--- src/rtl/dbg_acc_pkg.sv ---
package dbg_acc_pkg;

   // which serial register drives tdo
   typedef enum logic [1:0] {
      TDO_NONE = 2'd0,
      TDO_SEL  = 2'd1,
      TDO_ACC  = 2'd2
   } tdo_src_e;

   // which value the chain-select register captures
   typedef enum logic {
      CAP_ZERO     = 1'b0,
      CAP_READBACK = 1'b1
   } sel_cap_e;

endpackage

--- src/rtl/dbg_chain_sel.sv ---
module dbg_chain_sel
   import dbg_acc_pkg::*;
#(
   parameter int       SEL_W   = 5,
   parameter sel_cap_e CAP_SRC = CAP_READBACK
) (
   input  logic             clk,
   input  logic             rst_n,
   input  logic             en,
   input  logic             capture,
   input  logic             shift,
   input  logic             update,
   input  logic             tdi,
   output logic             tdo,
   output logic [SEL_W-1:0] chain
);

   logic [SEL_W-1:0] sr;
   logic [SEL_W-1:0] cap_val;

   generate
      if (CAP_SRC == CAP_READBACK) begin : g_readback
         assign cap_val = chain;
      end else begin : g_zero
         assign cap_val = '0;
      end
   endgenerate

   always_ff @(posedge clk or negedge rst_n) begin
      if (!rst_n) begin
         sr    <= '0;
         chain <= '0;
      end else if (en) begin
         if (capture)
            sr <= cap_val;
         else if (shift)
            sr <= {tdi, sr[SEL_W-1:1]};
         if (update)
            chain <= sr;
      end
   end

   assign tdo = sr[0];

endmodule

--- src/rtl/dbg_acc_shifter.sv ---
module dbg_acc_shifter #(
   parameter int DATA_W = 32,
   parameter int ADDR_W = 7,
   localparam int FR_W  = DATA_W + ADDR_W + 1
) (
   input  logic              clk,
   input  logic              rst_n,
   input  logic              en,
   input  logic              capture,
   input  logic              shift,
   input  logic              tdi,
   input  logic [DATA_W-1:0] cap_data,
   output logic              tdo,
   output logic [FR_W-1:0]   frame
);

   always_ff @(posedge clk or negedge rst_n) begin
      if (!rst_n)
         frame <= '0;
      else if (en) begin
         if (capture)
            frame <= {{(ADDR_W + 1){1'b0}}, cap_data};
         else if (shift)
            frame <= {tdi, frame[FR_W-1:1]};
      end
   end

   assign tdo = frame[0];

endmodule

--- src/rtl/dbg_bus_issue.sv ---
module dbg_bus_issue #(
   parameter int DATA_W = 32,
   parameter int ADDR_W = 7,
   localparam int FR_W  = DATA_W + ADDR_W + 1,
   localparam int DIR_B = FR_W - 1
) (
   input  logic              clk,
   input  logic              rst_n,
   input  logic              fire,
   input  logic [FR_W-1:0]   frame,
   input  logic [DATA_W-1:0] bus_rdata,
   output logic              bus_req,
   output logic              bus_write,
   output logic [ADDR_W-1:0] bus_addr,
   output logic [DATA_W-1:0] bus_wdata,
   output logic [DATA_W-1:0] rd_hold
);

   always_ff @(posedge clk or negedge rst_n) begin
      if (!rst_n) begin
         bus_req   <= 1'b0;
         bus_write <= 1'b0;
         bus_addr  <= '0;
         bus_wdata <= '0;
      end else begin
         bus_req <= fire;
         if (fire) begin
            bus_write <= frame[DIR_B];
            bus_addr  <= frame[DATA_W +: ADDR_W];
            bus_wdata <= frame[DATA_W-1:0];
         end
      end
   end

   // read result is held until the next read request completes
   always_ff @(posedge clk or negedge rst_n) begin
      if (!rst_n)
         rd_hold <= '0;
      else if (bus_req && !bus_write)
         rd_hold <= bus_rdata;
   end

endmodule

--- src/rtl/dbg_acc_chain.sv ---
module dbg_acc_chain
   import dbg_acc_pkg::*;
#(
   parameter int          DATA_W     = 32,
   parameter int          ADDR_W     = 7,
   parameter int          SEL_W      = 5,
   parameter int          IR_W       = 4,
   parameter logic [3:0]  IR_ACCESS  = 4'hC,
   parameter logic [3:0]  IR_SCANSEL = 4'h2,
   parameter int          ACC_CHAIN  = 0,
   parameter sel_cap_e    SEL_CAP    = CAP_READBACK,
   localparam int         FR_W       = DATA_W + ADDR_W + 1
) (
   input  logic              clk,
   input  logic              rst_n,
   input  logic [IR_W-1:0]   ir,
   input  logic              dr_capture,
   input  logic              dr_shift,
   input  logic              dr_update,
   input  logic              tdi,
   output logic              tdo,
   output logic [SEL_W-1:0]  active_chain,
   output logic              bus_req,
   output logic              bus_write,
   output logic [ADDR_W-1:0] bus_addr,
   output logic [DATA_W-1:0] bus_wdata,
   input  logic [DATA_W-1:0] bus_rdata
);

   generate
      if (DATA_W < 1)       begin : g_bad_data  $error("DATA_W must be at least 1");  end
      if (ADDR_W < 1)       begin : g_bad_addr  $error("ADDR_W must be at least 1");  end
      if (SEL_W < 2)        begin : g_bad_sel   $error("SEL_W must be at least 2");   end
      if (IR_W < 1 || IR_W > 4) begin : g_bad_ir $error("IR_W must be 1 to 4");      end
      if (IR_ACCESS == IR_SCANSEL) begin : g_bad_codes $error("instruction codes must differ"); end
      if (ACC_CHAIN < 0 || ACC_CHAIN >= (1 << SEL_W)) begin : g_bad_chain $error("ACC_CHAIN out of range"); end
   endgenerate

   logic              sel_en;
   logic              acc_en;
   logic              sel_tdo;
   logic              acc_tdo;
   logic [FR_W-1:0]   frame;
   logic [DATA_W-1:0] rd_hold;
   tdo_src_e          tdo_src;

   assign sel_en = (ir == IR_SCANSEL[IR_W-1:0]);
   assign acc_en = (ir == IR_ACCESS[IR_W-1:0]) && (active_chain == SEL_W'(ACC_CHAIN));

   dbg_chain_sel #(
      .SEL_W   (SEL_W),
      .CAP_SRC (SEL_CAP)
   ) u_sel (
      .clk     (clk),
      .rst_n   (rst_n),
      .en      (sel_en),
      .capture (dr_capture),
      .shift   (dr_shift),
      .update  (dr_update),
      .tdi     (tdi),
      .tdo     (sel_tdo),
      .chain   (active_chain)
   );

   dbg_acc_shifter #(
      .DATA_W (DATA_W),
      .ADDR_W (ADDR_W)
   ) u_shift (
      .clk      (clk),
      .rst_n    (rst_n),
      .en       (acc_en),
      .capture  (dr_capture),
      .shift    (dr_shift),
      .tdi      (tdi),
      .cap_data (rd_hold),
      .tdo      (acc_tdo),
      .frame    (frame)
   );

   dbg_bus_issue #(
      .DATA_W (DATA_W),
      .ADDR_W (ADDR_W)
   ) u_issue (
      .clk       (clk),
      .rst_n     (rst_n),
      .fire      (dr_update && acc_en),
      .frame     (frame),
      .bus_rdata (bus_rdata),
      .bus_req   (bus_req),
      .bus_write (bus_write),
      .bus_addr  (bus_addr),
      .bus_wdata (bus_wdata),
      .rd_hold   (rd_hold)
   );

   always_comb begin
      if (sel_en)      tdo_src = TDO_SEL;
      else if (acc_en) tdo_src = TDO_ACC;
      else             tdo_src = TDO_NONE;
   end

   always_comb begin
      unique case (tdo_src)
         TDO_SEL: tdo = sel_tdo;
         TDO_ACC: tdo = acc_tdo;
         default: tdo = 1'b0;
      endcase
   end

endmodule

--- config.mk ---
export PLATFORM = sky130hd
export DESIGN_NAME = dbg_acc_chain
export DESIGN_NICKNAME = d
export VERILOG_FILES = /design/src/rtl/dbg_acc_pkg.sv /design/src/rtl/dbg_chain_sel.sv /design/src/rtl/dbg_acc_shifter.sv /design/src/rtl/dbg_bus_issue.sv /design/src/rtl/dbg_acc_chain.sv
export SDC_FILE = /design/constraint.sdc
export NUM_CORES = 1
export LEC_CHECK = 0
export ABC_AREA = 0
export CORE_MARGIN = 2
export CORE_UTILIZATION = 48
export CTS_CLUSTER_SIZE = 16
export DETAILED_ROUTE_END_ITERATION = 7
export PLACE_DENSITY = 0.83
export SKIP_LAST_GASP = 1
export SLEW_MARGIN = 20
export SYNTH_ARGS = -nofsm -noshare
export SYNTH_HDL_FRONTEND = slang
export SYNTH_HIERARCHICAL = 1
export SYNTH_SLANG_ARGS = --single-unit
export TNS_END_PERCENT = 5
--- constraint.sdc ---
create_clock -name clk -period 5.5 [get_ports clk]
set_input_delay 0.55 -clock clk [delete_from_list [all_inputs] [get_ports clk]]
set_output_delay 0.55 -clock clk [all_outputs]
set_load 0.1 [all_outputs]
# Word level (Yosys, flattened, before mapping)
# Cells that the tools add are included.
# classes
eq_ne,4
n_mux,7
n_reduce_logical,9
# op_table
operator,count
two-way mux 40 bit,2
two-way mux 5 bit,2
AND reduction 2 bit,3
zero test 5 bit,1
equality test 4 x 2 -> 1 bit (second input constant),1
equality test 4 bit (second input constant),1
two-way mux 2 bit,2
logical AND 1 bit,3
equality test 2 x 1 -> 1 bit (second input constant),1
equality test 2 bit (second input constant),1
one-hot mux 1 bit (2 select lines),1
nonzero test 2 bit,1
zero test 1 bit,1
# totals
regBits,123
input_bits,42
out_inout_bits,47
word_cells,28

# Logic depth before layout (Yosys ltp)
# depth
word_depth,6
ltp_mapped,7
ltp_nobuf,5

# Hierarchy
# Netlist, hierarchy kept.
# by_module_without_submodules
mod,instances,cells_each,area_per_inst_um2,seq_area_each_um2
dbg_bus_issue,1,154,2847.7,1826.8
dbg_acc_shifter,1,185,1831.8,1001.0
dbg_chain_sel,1,39,462.9,250.2
dbg_acc_chain,1,10,63.8,0.0

# Least setup slack after synthesis
# Ideal clock, no wire load.
# synth_path
kind,register to output
from,reg u_sel.chain[0]
to,out tdo
t_arrival_ps,3340
t_required_ps,4950
slack_ps,1610
stages_incl_launch_ff,4
path_buffers,0
cell_sequence,dfrtp_1 nor4_2 nand2_1 o21ai_0
# synth_between
elab_chain_cells,6
elab_cells_between_ends,7
classes_between,eq/ne (2); mux (3); reduce/logical (2)
# synth_lines
element,line_no,rtl
from (decl),dbg_chain_sel.sv:15,output logic [SEL_W-1:0] chain
from (signal assigned),dbg_chain_sel.sv:39,chain <= sr;
zero test 5 bit *,dbg_acc_chain.sv:48,assign acc_en = (ir == IR_ACCESS[IR_W-1:0]) && (active_chain == SEL_W'(ACC_CHAIN));
logical AND 1 bit *,dbg_acc_chain.sv:48,
two-way mux 2 bit *,dbg_acc_chain.sv:98,else if (acc_en) tdo_src = TDO_ACC;
two-way mux 2 bit *,dbg_acc_chain.sv:97,if (sel_en) tdo_src = TDO_SEL;
equality test 2 bit or equality test 2 x 1 -> 1 bit (tied branches),dbg_acc_chain.sv:103,unique case (tdo_src)
one-hot mux 1 bit (2 select lines) *,dbg_acc_chain.sv:103,
to (decl),dbg_acc_chain.sv:21,"output logic tdo,"
# Mark *: on every way between the ends. The rest lies on a longest branch, timed or not.

# Worst setup path after layout
# layout_path
from,in ir[3]
to,out tdo
# layout_between
elab_cells_between_ends,8
classes_between,eq/ne (4); mux (3); reduce/logical (1)
# layout_lines
element,line_no,rtl
from (decl),dbg_acc_chain.sv:16,"input logic [IR_W-1:0] ir,"
equality test 4 x 2 -> 1 bit *,dbg_acc_chain.sv:47,assign sel_en = (ir == IR_SCANSEL[IR_W-1:0]);
named net sel_en,dbg_acc_chain.sv:39,logic sel_en;
two-way mux 2 bit *,dbg_acc_chain.sv:97,
equality test 2 bit or equality test 2 x 1 -> 1 bit (tied branches),dbg_acc_chain.sv:103,
one-hot mux 1 bit (2 select lines) *,dbg_acc_chain.sv:103,
# Mark *: on every way through the listed nets, which the timed path passes. The rest lies on a longest branch.

==> out/results.txt <==
total placed cells including tap cells - 590
post_cts resized - 0
IO Count - 89
area leader, netlist - dfrtp_1
CTS tree - done
WP data arrival - 3.19 ns
Remaining DRCs - 0
# fillers - 839
Max VDD drop - 0.241 mV
1st-iter DRT viols - 134
n_diodes - 0
total gr overflow - 0
total clock sinks - 123
post-synthesis net count - 430
status - finished, final reports clean
Seq pwr share - 38.6%
post-route insts no fill - 621
kind of critical path - primary input to primary output
Max Cap Violations - 0
FF+latch count, synth - 123
clock power share - 31.0%
switching pwr - 0.00116 W
final WL - 11300 um
number of synthesis warnings - 6
pre-CTS WS - 1.76 ns
Net Sw Frac - 35.4%
CTS H-Tree Depth - 4
gpl congestion - 0.761
Max Clk Rate - 267 MHz
Wirelength per Cell - 18.2 um
CP delay by family, top - buffers and inverters
row count - 38
# hold bufs at CTS - 0
Fin Setup TNS - 0 ns
final hold viol count - 0
Clock transition at path regs - 0.05 ns
Rel. slew slack - 33.1%
chip width - 108 um
Buffers & Inverters on Critical Path - 2
minimum clock period - 3.74 ns
Post-CTS Setup Bufs - 0
layout cell share with drive strength beyond 1 - 25.6%
CP dominant cell by count - clkdlybuf4s50_1
Least-Margin Pin Slew - 1.00 ns
Initial Util - 48.7%
Comb pwr share - 30.3%
hpwl dp - 6960 um
max-slew violations - 0
Req. time, crit path - 4.95 ns
total routing usage reported by global routing - 20.8%
total die area - 11700 um2
design area - 6620 um2
post-route setup slack - 1.76 ns
Num CTS Buffers - 17
crit path cell chain - clkdlybuf4s50_1, nor4b_2, nand2_1, o21ai_0, clkdlybuf4s50_1
Worst Hold Class - primary input to asynchronous set/reset pin
Routed Antenna Nets - 0
vias in the first global route - 3658
Cell Pwr Density - 494 nW/um2
latest clock arrival within the worst-skew pair - 0.52 ns
Synth Instances - 388
static leakage - 2.94 nW
PortBufs - 88
synthesized area - 5210 um2
Syn-to-layout area delta - 27.1%
startpoint types - primary input
CP peak stage delay - 1.15 ns
drt via density - 5.74
Die Y - 108 um
CP Max Fanout - 10
initial antenna violation count - 0
root buffer cell - clkbuf_8
DRT Pass-1 Iters - 4
Clock Path Buffers - 2
Via Count - 3567
first-pass GRT wire length - 18700 um
CP Capture Type - primary output
sequential share of the synthesized area - 59.1%
Yosys top cell area share - 59.1%
Power Internal - 0.00211 W
core area - 10700 um2
syn_area_per_cell - 13.4 um2
Tcrit/Tclk final - 68.0%
slowest stage cell on the critical path - clkdlybuf4s50_1
final-stage net count - 511
Synth area leaders - dfrtp_1 (59%), mux2_2 (10%), mux2_4 (8.7%)
Post-Place Cell Area - 6070 um2
largest net degree at the start of global routing - 66
Setup violations, final - 0
Worst Skew - 0.00641 ns
post-layout util - 61.8%
setup repair after global routing missed its margin - no
post-synth cell types - 33
state kept, by name (all words and copies together), names as in the netlist:
name / cells
u_shift/frame: 40
u_issue/bus_addr: 7
u_issue/bus_write: 1
u_issue/bus_wdata: 32
u_issue/bus_req: 1
u_sel/chain: 5
u_issue/rd_hold: 32
u_sel/sr: 5
worst register-to-register path, cell delays in order, from the launching register on:
cell and delay (ns):
dfrtp_1 0.42, nor4_2 0.32, and4_1 0.80, and2_2 0.93
mux2_2 0.45
logic make-up (layout without fill, tap and decap cells):
logic type             Yosys count  in the layout  share of synthesized area, %
DFF                            123            123                          59.1
buffers and inverters           33            126                          4.66
and+or+nand+nor                 35             35                          3.80
AOI/OAI and AO/OA              120            120                          13.6
muxes                           77             77                          18.8
cell type report:
type | count | area, um2 | area share [%]
Clock buffer | 24 | 480 | 7.26
Clock inverter | 7 | 65.1 | 0.983
Inverter | 3 | 11.3 | 0.170
Multi-Input combinational cell | 232 | 1900 | 28.8
Sequential cell | 123 | 3080 | 46.5
Tap cell | 140 | 175 | 2.65
Timing Repair Buffer | 92 | 903 | 13.7
layout by cell type, fill, tap and decap left out, drive strengths merged, types with 5 or more instances in the layout:
cell and count:
a21oi 33, clkbuf 24, nor2 5, buf 6, o22ai 68, nor3 7
mux2 77, o21ai 14, nand2 12, clkdlybuf4s50 86, dfrtp 123
per-stage QoR:
stage	hold slack [ns]	power, W
floorplan	0.254	0.00200
global placement	0.492	0.00223
detailed placement	0.496	0.00226
CTS	0.111	0.00329
global route	0.139	0.00340
finish	0.0878	0.00327
Yosys cell counts, drive strengths merged:
library cell,count
dfrtp,123
nor2,5
nor2b,2
and2,2
o31ai,1
and4,1
nor4b,1
clkbuf,3
and4bb,1
inv,3
nor3,7
buf,27
o22ai,68
a32o,1
o32ai,2
nand2,12
mux2,77
nor4,1
nand3,2
or2,1
a22o,1
a21oi,33
o21ai,14
per-layer routing:
layer	vias to the layer above	wire length [um]	global-route usage (%)
met1	1808	4760	27.2
li1	1620	-	-
met2	121	5670	33.4
met4	0	183	8.24
met3	18	664	5.36
met5	-	0	0
power by group through the flow:
| stage | logic, W | registers (W) | clock network (W) |
|---|---|---|---|
| floorplan | 0.000314 | 0.00169 | 0 |
| global placement | 0.000969 | 0.00126 | 0 |
| detailed placement | 0.000988 | 0.00127 | 0 |
| CTS | 0.000995 | 0.00126 | 0.00103 |
| global route | 0.00104 | 0.00129 | 0.00108 |
| finish | 0.000991 | 0.00126 | 0.00101 |
final timing paths:
path | startpoint | to | slack [ns] | depth (start not counted)
hold / removal | rst_n | u_sel/chain[2] | 0.09 | 1
setup reg to reg | u_sel/chain[0] | u_issue/bus_wdata[28] | 2.45 | 4
min in group clk | u_issue/bus_wdata[16] | u_issue/bus_wdata[16] | 0.51 | 1
hold reg to reg | u_issue/bus_wdata[16] | u_issue/bus_wdata[16] | 0.51 | 1
max in group asynchronous | rst_n | u_issue/rd_hold[23] | 4.15 | 2
setup / recovery | ir[3] | tdo | 1.76 | 5
(Power assumes the default switching activity.)
